**src/rtl/fpcs_pkg.sv**
```systemverilog
package fpcs_pkg;

  localparam int unsigned CLASS_W = 10;

  typedef enum logic [2:0] {
    OP_LT    = 3'd0,
    OP_LE    = 3'd1,
    OP_EQ    = 3'd2,
    OP_MIN   = 3'd3,
    OP_MAX   = 3'd4,
    OP_NEG   = 3'd5,
    OP_ABS   = 3'd6,
    OP_CLASS = 3'd7
  } fop_e;

  typedef struct packed {
    logic sign;
    logic zero;
    logic sub;
    logic norm;
    logic inf;
    logic snan;
    logic qnan;
  } fkind_t;

  function automatic logic op_is_long(fop_e op);
    return (op == OP_MIN) || (op == OP_MAX) || (op == OP_CLASS);
  endfunction

endpackage

```
**src/rtl/fpcs_kind.sv**
```systemverilog
module fpcs_kind import fpcs_pkg::*; #(
  parameter int unsigned EXP_W = 8,
  parameter int unsigned MAN_W = 23,
  localparam int unsigned W = 1 + EXP_W + MAN_W
) (
  input  logic [W-1:0] x,
  output fkind_t       k
);

  logic [EXP_W-1:0] ex;
  logic [MAN_W-1:0] fr;
  logic             ex_top, ex_bot, fr_nz;

  always_comb begin
    ex     = x[W-2 -: EXP_W];
    fr     = x[MAN_W-1:0];
    ex_top = &ex;
    ex_bot = ~|ex;
    fr_nz  = |fr;
    k.sign = x[W-1];
    k.zero = ex_bot & ~fr_nz;
    k.sub  = ex_bot & fr_nz;
    k.norm = ~ex_top & ~ex_bot;
    k.inf  = ex_top & ~fr_nz;
    k.qnan = ex_top & fr_nz & fr[MAN_W-1];
    k.snan = ex_top & fr_nz & ~fr[MAN_W-1];
  end

endmodule

```
**src/rtl/fpcs_less.sv**
```systemverilog
module fpcs_less #(
  parameter int unsigned EXP_W = 8,
  parameter int unsigned MAN_W = 23,
  parameter bit          FLUSH = 1'b0,
  localparam int unsigned W     = 1 + EXP_W + MAN_W,
  localparam int unsigned MAG_W = EXP_W + MAN_W
) (
  input  logic [W-1:0] x,
  input  logic [W-1:0] y,
  output logic         lt
);

  logic [MAG_W-1:0] mx, my;
  logic             nx, ny, sx, sy;

  always_comb begin
    mx = x[MAG_W-1:0];
    my = y[MAG_W-1:0];
    nx = (&x[MAG_W-1 -: EXP_W]) & (|x[MAN_W-1:0]);
    ny = (&y[MAG_W-1 -: EXP_W]) & (|y[MAN_W-1:0]);
    if (FLUSH && (x[MAG_W-1 -: EXP_W] == '0)) mx = '0;
    if (FLUSH && (y[MAG_W-1 -: EXP_W] == '0)) my = '0;
    sx = x[W-1];
    sy = y[W-1];
    if (nx || ny)                 lt = 1'b0;
    else if (mx == '0 && my == '0) lt = 1'b0;
    else if (sx != sy)            lt = sx;
    else if (!sx)                 lt = (mx < my);
    else                          lt = (my < mx);
  end

endmodule

```
**src/rtl/fpcs_select.sv**
```systemverilog
module fpcs_select import fpcs_pkg::*; #(
  parameter int unsigned EXP_W = 8,
  parameter int unsigned MAN_W = 23,
  localparam int unsigned W = 1 + EXP_W + MAN_W
) (
  input  fop_e         op,
  input  logic [W-1:0] a,
  input  logic [W-1:0] b,
  input  logic         a_lt_b,
  input  logic         b_nan,
  input  fkind_t       ka,
  output logic [W-1:0] res
);

  localparam logic [W-1:0] CANON_NAN = {1'b0, {EXP_W{1'b1}}, 1'b1, {(MAN_W-1){1'b0}}};

  logic [CLASS_W-1:0] mask;
  logic               a_nan, take_a;

  always_comb begin
    mask    = '0;
    mask[0] = ka.sign & ka.inf;
    mask[1] = ka.sign & ka.norm;
    mask[2] = ka.sign & ka.sub;
    mask[3] = ka.sign & ka.zero;
    mask[4] = ~ka.sign & ka.zero;
    mask[5] = ~ka.sign & ka.sub;
    mask[6] = ~ka.sign & ka.norm;
    mask[7] = ~ka.sign & ka.inf;
    mask[8] = ka.snan;
    mask[9] = ka.qnan;
    a_nan   = ka.snan | ka.qnan;
    take_a  = (op == OP_MIN) ? a_lt_b : ~a_lt_b;
    if (op == OP_CLASS)      res = {{(W-CLASS_W){1'b0}}, mask};
    else if (a_nan && b_nan) res = CANON_NAN;
    else if (a_nan)          res = b;
    else if (b_nan)          res = a;
    else                     res = take_a ? a : b;
  end

endmodule

```
**src/rtl/fp_cmpsel.sv**
```systemverilog
module fp_cmpsel import fpcs_pkg::*; #(
  parameter int unsigned EXP_W = 8,
  parameter int unsigned MAN_W = 23,
  localparam int unsigned W = 1 + EXP_W + MAN_W
) (
  input  logic         clk,
  input  logic         rst_n,
  input  logic         in_valid,
  output logic         in_ready,
  input  logic [2:0]   in_op,
  input  logic [W-1:0] in_a,
  input  logic [W-1:0] in_b,
  output logic         out_valid,
  input  logic         out_ready,
  output logic [W-1:0] out_data
);

  // relation slots: flushed a<b, flushed b<a, exact a<b
  localparam int unsigned REL_AB   = 0;
  localparam int unsigned REL_BA   = 1;
  localparam int unsigned REL_TRUE = 2;
  localparam int unsigned N_REL    = 3;

  fop_e             op_in;
  fkind_t           kind_a;
  logic             a_nan, b_nan;
  logic [N_REL-1:0] rel;
  logic             lt_f, le_f, eq_f;
  logic [W-1:0]     short_res;
  logic             in_long, adv, accept;

  assign op_in = fop_e'(in_op);

  fpcs_kind #(.EXP_W(EXP_W), .MAN_W(MAN_W)) u_kind_a (
    .x(in_a),
    .k(kind_a)
  );

  assign a_nan = kind_a.snan | kind_a.qnan;
  assign b_nan = (&in_b[W-2 -: EXP_W]) & (|in_b[MAN_W-1:0]);

  for (genvar g = 0; g < N_REL; g++) begin : g_rel
    localparam bit SWAP = (g == REL_BA);
    localparam bit FL   = (g != REL_TRUE);
    fpcs_less #(.EXP_W(EXP_W), .MAN_W(MAN_W), .FLUSH(FL)) u_less (
      .x (SWAP ? in_b : in_a),
      .y (SWAP ? in_a : in_b),
      .lt(rel[g])
    );
  end

  assign lt_f = rel[REL_AB];
  assign le_f = ~rel[REL_BA] & ~a_nan & ~b_nan;
  assign eq_f = le_f & ~rel[REL_AB];

  always_comb begin
    short_res = '0;
    unique case (op_in)
      OP_LT:   short_res[0] = lt_f;
      OP_LE:   short_res[0] = le_f;
      OP_EQ:   short_res[0] = eq_f;
      OP_NEG:  short_res = {~in_a[W-1], in_a[W-2:0]};
      OP_ABS:  short_res = {1'b0, in_a[W-2:0]};
      default: short_res = '0;
    endcase
  end

  // stage 1: one-cycle results final, two-cycle operands held
  logic         s1_v, s1_long;
  fop_e         s1_op;
  logic [W-1:0] s1_a, s1_b, s1_res;
  logic         s1_lt, s1_bn;
  fkind_t       s1_ka;
  // stage 2: two-cycle results
  logic         s2_v;
  logic [W-1:0] s2_res, sel_res;

  assign out_valid = (s1_v & ~s1_long) | s2_v;
  assign out_data  = s2_v ? s2_res : s1_res;
  assign adv       = ~(out_valid & ~out_ready);
  assign in_long   = op_is_long(op_in);
  assign in_ready  = adv & ~(~in_long & s1_v & s1_long);
  assign accept    = in_valid & in_ready;

  always_ff @(posedge clk or negedge rst_n) begin
    if (!rst_n) begin
      s1_v    <= 1'b0;
      s1_long <= 1'b0;
      s2_v    <= 1'b0;
    end else if (adv) begin
      s1_v    <= accept;
      s1_long <= accept & in_long;
      s2_v    <= s1_v & s1_long;
    end
  end

  always_ff @(posedge clk) begin
    if (adv && accept) begin
      s1_op  <= op_in;
      s1_a   <= in_a;
      s1_b   <= in_b;
      s1_res <= short_res;
      s1_lt  <= rel[REL_TRUE];
      s1_bn  <= b_nan;
      s1_ka  <= kind_a;
    end
    if (adv) s2_res <= sel_res;
  end

  fpcs_select #(.EXP_W(EXP_W), .MAN_W(MAN_W)) u_select (
    .op    (s1_op),
    .a     (s1_a),
    .b     (s1_b),
    .a_lt_b(s1_lt),
    .b_nan (s1_bn),
    .ka    (s1_ka),
    .res   (sel_res)
  );

endmodule

```
**config.mk**
```make
export PLATFORM = sky130hd
export DESIGN_NAME = fp_cmpsel
export DESIGN_NICKNAME = d
export VERILOG_FILES = /design/src/rtl/fpcs_pkg.sv /design/src/rtl/fpcs_kind.sv /design/src/rtl/fpcs_less.sv /design/src/rtl/fpcs_select.sv /design/src/rtl/fp_cmpsel.sv
export SDC_FILE = /design/constraint.sdc
export NUM_CORES = 1
export LEC_CHECK = 0
export ABC_AREA = 1
export BUFFER_PORTS_ARGS = -buffer_cell sky130_fd_sc_hd__buf_2
export CAP_MARGIN = 20
export CELL_PAD_IN_SITES_DETAIL_PLACEMENT = 1
export CELL_PAD_IN_SITES_GLOBAL_PLACEMENT = 2
export CORE_MARGIN = 4
export CORE_UTILIZATION = 36
export DETAILED_ROUTE_END_ITERATION = 16
export PLACE_DENSITY = 0.88
export SLEW_MARGIN = 15
export SYNTH_ARGS = -nofsm -noshare
export SYNTH_HDL_FRONTEND = slang
export SYNTH_SLANG_ARGS = --single-unit
```
**constraint.sdc**
```tcl
create_clock -name clk -period 5.7 [get_ports clk]
set_clock_uncertainty 0.1 [all_clocks]
set_input_delay 1.14 -clock clk [delete_from_list [all_inputs] [get_ports clk]]
set_output_delay 1.14 -clock clk [all_outputs]
set_load 0.02 [all_outputs]
```
==> flow_metrics.py <==
metrics = {
    "clock_tree": {
        "cts_max_level": 4,
        "postCtsHoldBufs": 0,
        "clockBufferDepth": 2,
        "clkTransAtPathRegs_ns": 0.06,
        "clock_sinks": 142,
        "clock_latency_ns": 0.43,
        "cts_buffers": 17,
        "postCtsSetupRepairBufs": 0,
        "ctsResizeCount": 0,
        "cts_tree": "done",
        "clockRootBuffer": "clkbuf_16",
    },
    "synthesis": {
        "ys_warn_count": 0,
        "synthDistinctLibCells": 35,
        "syn-mean-instance-area_um2": 9.27,
        "yosys.area.top_type_share": 0.536,
        "syn_inst": 840,
        "syn-cell-area_um2": 7780,
        "synth_area_leader_cell": "edfxtp_1",
        "ys_top_cells_by_area": "edfxtp_1 (54%), ha_1 (10%), nand2_1 (9.9%)",
        "ys_seq_area_frac": 0.546,
        "ys_ff_latch": 142,
        "syn-num-nets": 973,
    },
    "critical_path": {
        "critical_path_class": "in -> out",
        "crit_path_cell_trace": "buf_2, inv_1, nor2_1, nor2_4, nand2_1, nor3_2, inv_2, a31oi_4, buf_2",
        "cpMostUsedCell": "buf_2",
        "cp.required_ns": 4.46,
        "endpoint_kind": "output port",
        "cp-start-kind": "input port",
        "cp_top_family": "simple AND/OR/NAND/NOR gates",
        "crit_slowest_cell": "nor2_4",
        "cp_data_arrival_time_ns": 2.90,
        "path_max_fanout": 31,
        "path_buf_inv": 4,
        "critPathMaxStageDelay_ns": 0.66,
    },
    "placed_design": {
        "place_congestion": 0.805,
        "placed_area_um2": 8580,
        "io_buffers": 104,
        "place_hpwl_mm": 16.1,
        "placed_cells": 1193,
    },
    "floorplanning": {
        "io_pins": 105,
        "num_rows": 53,
        "die-area_um2": 24000,
        "core_um2": 21200,
        "die_w_um": 155,
        "start_util": 0.368,
        "die_h_um": 155,
    },
    "timing": {
        "drv_slew": 0,
        "fin_crit_ns": 4.14,
        "rsz0062_at_grt": "false",
        "hold_viol_final": 0,
        "tightest_slew_ns": 1.12,
        "slew_headroom": 0.251,
        "setup-tns-final_ns": 0,
        "clock.fmax_ghz": 0.242,
        "setup_viol": 0,
        "min_period_over_period": 0.726,
    },
    "grt": {
        "antenna_found_initial": 0,
        "overflow": 0,
        "grt_pass1_vias": 6404,
        "grt_first_pass_wirelength_mm": 34.5,
        "grt_max_degree": 46,
        "track_usage": 0.186,
    },
    "cells_and_area": {
        "fin_cells": 1226,
        "areaGrowthSynthToFinish_pct": 17.7,
        "final_area_um2": 9160,
        "final_util": 0.433,
        "fillers": 2500,
        "num-nets-final": 1071,
        "regArea_um2": 4250,
        "drive_above_1_share": 0.191,
        "n_antenna_cell": 0,
        "multiInputGateArea_um2": 2990,
    },
    "run": {
        "drv_cap": 0,
    },
    "detailed_routing": {
        "wl_per_cell_um": 17.9,
        "final_antenna_net_count": 0,
        "via_count": 6098,
        "drt-initial-drc-count": 339,
        "drt_wl_total_mm": 21.9,
        "drtPass1Iterations": 4,
        "drc_errors": 0,
        "viasPerCell": 4.97,
    },
    "pwr": {
        "total_power_w": 0.00322,
        "ir_drop_uv": 192,
        "leakagePower_nw": 4.24,
        "power.density_nw_per_um2": 351,
    },
    "outcome": {
        "status": "complete, no violations",
    },
    "min_path": {
        "hold_class": "in -> async",
    },
}
-- final timing paths --
check	startpoint	endpoint	slack, ns	cells past startpoint
setup / recovery	in_op[2]	in_ready	1.56	9
hold / removal	rst_n	s2_v	0.40	1
setup reg to reg	s2_v	s1_b[14]	2.16	11
hold reg to reg	s1_b[16]	s2_res[16]	0.46	2
max in group asynchronous	rst_n	s1_long	4.98	1
min in group clk	s1_b[16]	s2_res[16]	0.46	2
-- per-stage QoR --
stage | setup slack (ns) | hold slack, ns
after floorplan | 0.538 | 0.427
after global placement | 1.50 | 0.431
after detailed placement | 1.38 | 0.442
after CTS | 1.53 | 0.386
after global routing | 1.40 | 0.387
final | 1.56 | 0.405
-- per-layer routing --
| metal | part of all wire | GRT usage | routed length, µm | vias to the layer above |
|---|---|---|---|---|
| met5 | 0 | 0 | 0 | - |
| met4 | 0.016 | 0.0618 | 355 | 0 |
| met3 | 0.032 | 0.0281 | 696 | 24 |
| met2 | 0.50 | 0.319 | 10900 | 116 |
| met1 | 0.46 | 0.241 | 10000 | 2966 |
| li1 | - | - | - | 2992 |
-- placed cells by master (no fill, tap or decap), types with 2 or more instances in the layout --
cell type   instances
clkbuf_16          17
nor3_2              2
nand3_1            11
nor4_1              2
dfrtp_1             3
nand3b_1            2
nor3_1             21
a21oi_1            32
o21ai_1             3
nand2_2             8
inv_1              95
nand2_1           205
nand3_2             3
nor2_1            126
inv_2              15
clkinvlp_4          5
buf_2             104
inv_6               2
nor2_2              7
ha_1               62
o22ai_1             8
a21o_1              2
bufinv_16           2
buf_4               4
clkinv_1            2
edfxtp_1          139
o211ai_1            3
nand4_1            20
o21ai_0            28
clkinv_2            3
-- Yosys cell counts --
cell and n:
nand2_1 205, edfxtp_1 139, nor2_1 127, inv_1 96, ha_1 62, a21oi_1 32
o21ai_0 28, clkbuf_1 23, nor3_1 21, nand4_1 20, inv_2 15, nand3_1 11
buf_2 8, nand2_2 8, o22ai_1 8, nor2_2 6, dfrtp_1 3, nand3_2 3
o211ai_1 3, o21ai_1 3, a21o_1 2, nand3b_1 2, nor3_2 2, nor4_1 2
a21boi_1 1, a21oi_2 1, a31oi_1 1, a31oi_4 1, clkinv_1 1, nand4_2 1
nor2_4 1, nor3_4 1, o22ai_2 1, o31ai_1 1, xor2_1 1
-- power by group --
group	internal (W)	switching (W)	total, W	leakage [nW]
logic	0.000209	0.000511	0.000720	2.56
clock network	0.000642	0.000443	0.00108	0.266
registers	0.00136	0.0000482	0.00141	1.41
-- sequential cells by signal, indices dropped and copies added (netlist names) --
register  flops
s1_a         32
s1_b         32
s1_bn         1
s1_ka         6
s1_long       1
s1_lt         1
s1_op         3
s1_res       32
s1_v          1
s2_res       32
s2_v          1
-- worst reg2reg max path, stage by stage (launching register included) --
cell      delay [ns]
dfrtp_1         0.36
buf_4           0.27
clkinv_1        0.09
buf_4           0.37
nand2_1         0.14
nand2_1         0.08
buf_4           0.45
inv_1           0.18
a31oi_4         0.18
nand2_2         0.11
inv_4           0.43
buf_4           0.45
-- kinds of logic after synthesis --
logic type	after synthesis	share of synthesized area
buffers and inverters	143	0.0702
adders and majority gates	62	0.0997
DFF	142	0.546
xor gates and xnor gates	1	0.00113
and+or+nand+nor	410	0.223
AOI/OAI and AO/OA	82	0.0600
-- area by class of cell --
| cell class | count | area share |
|---|---|---|
| multi-input combinational | 555 | 0.326 |
| inverter | 112 | 0.0462 |
| sequential | 142 | 0.464 |
| clock buffer | 18 | 0.0469 |
| clock inverter | 14 | 0.0156 |
| tap | 275 | 0.0376 |
| timing repair buffer | 110 | 0.0635 |
Note: power is estimated with default switching activity, not from simulation.
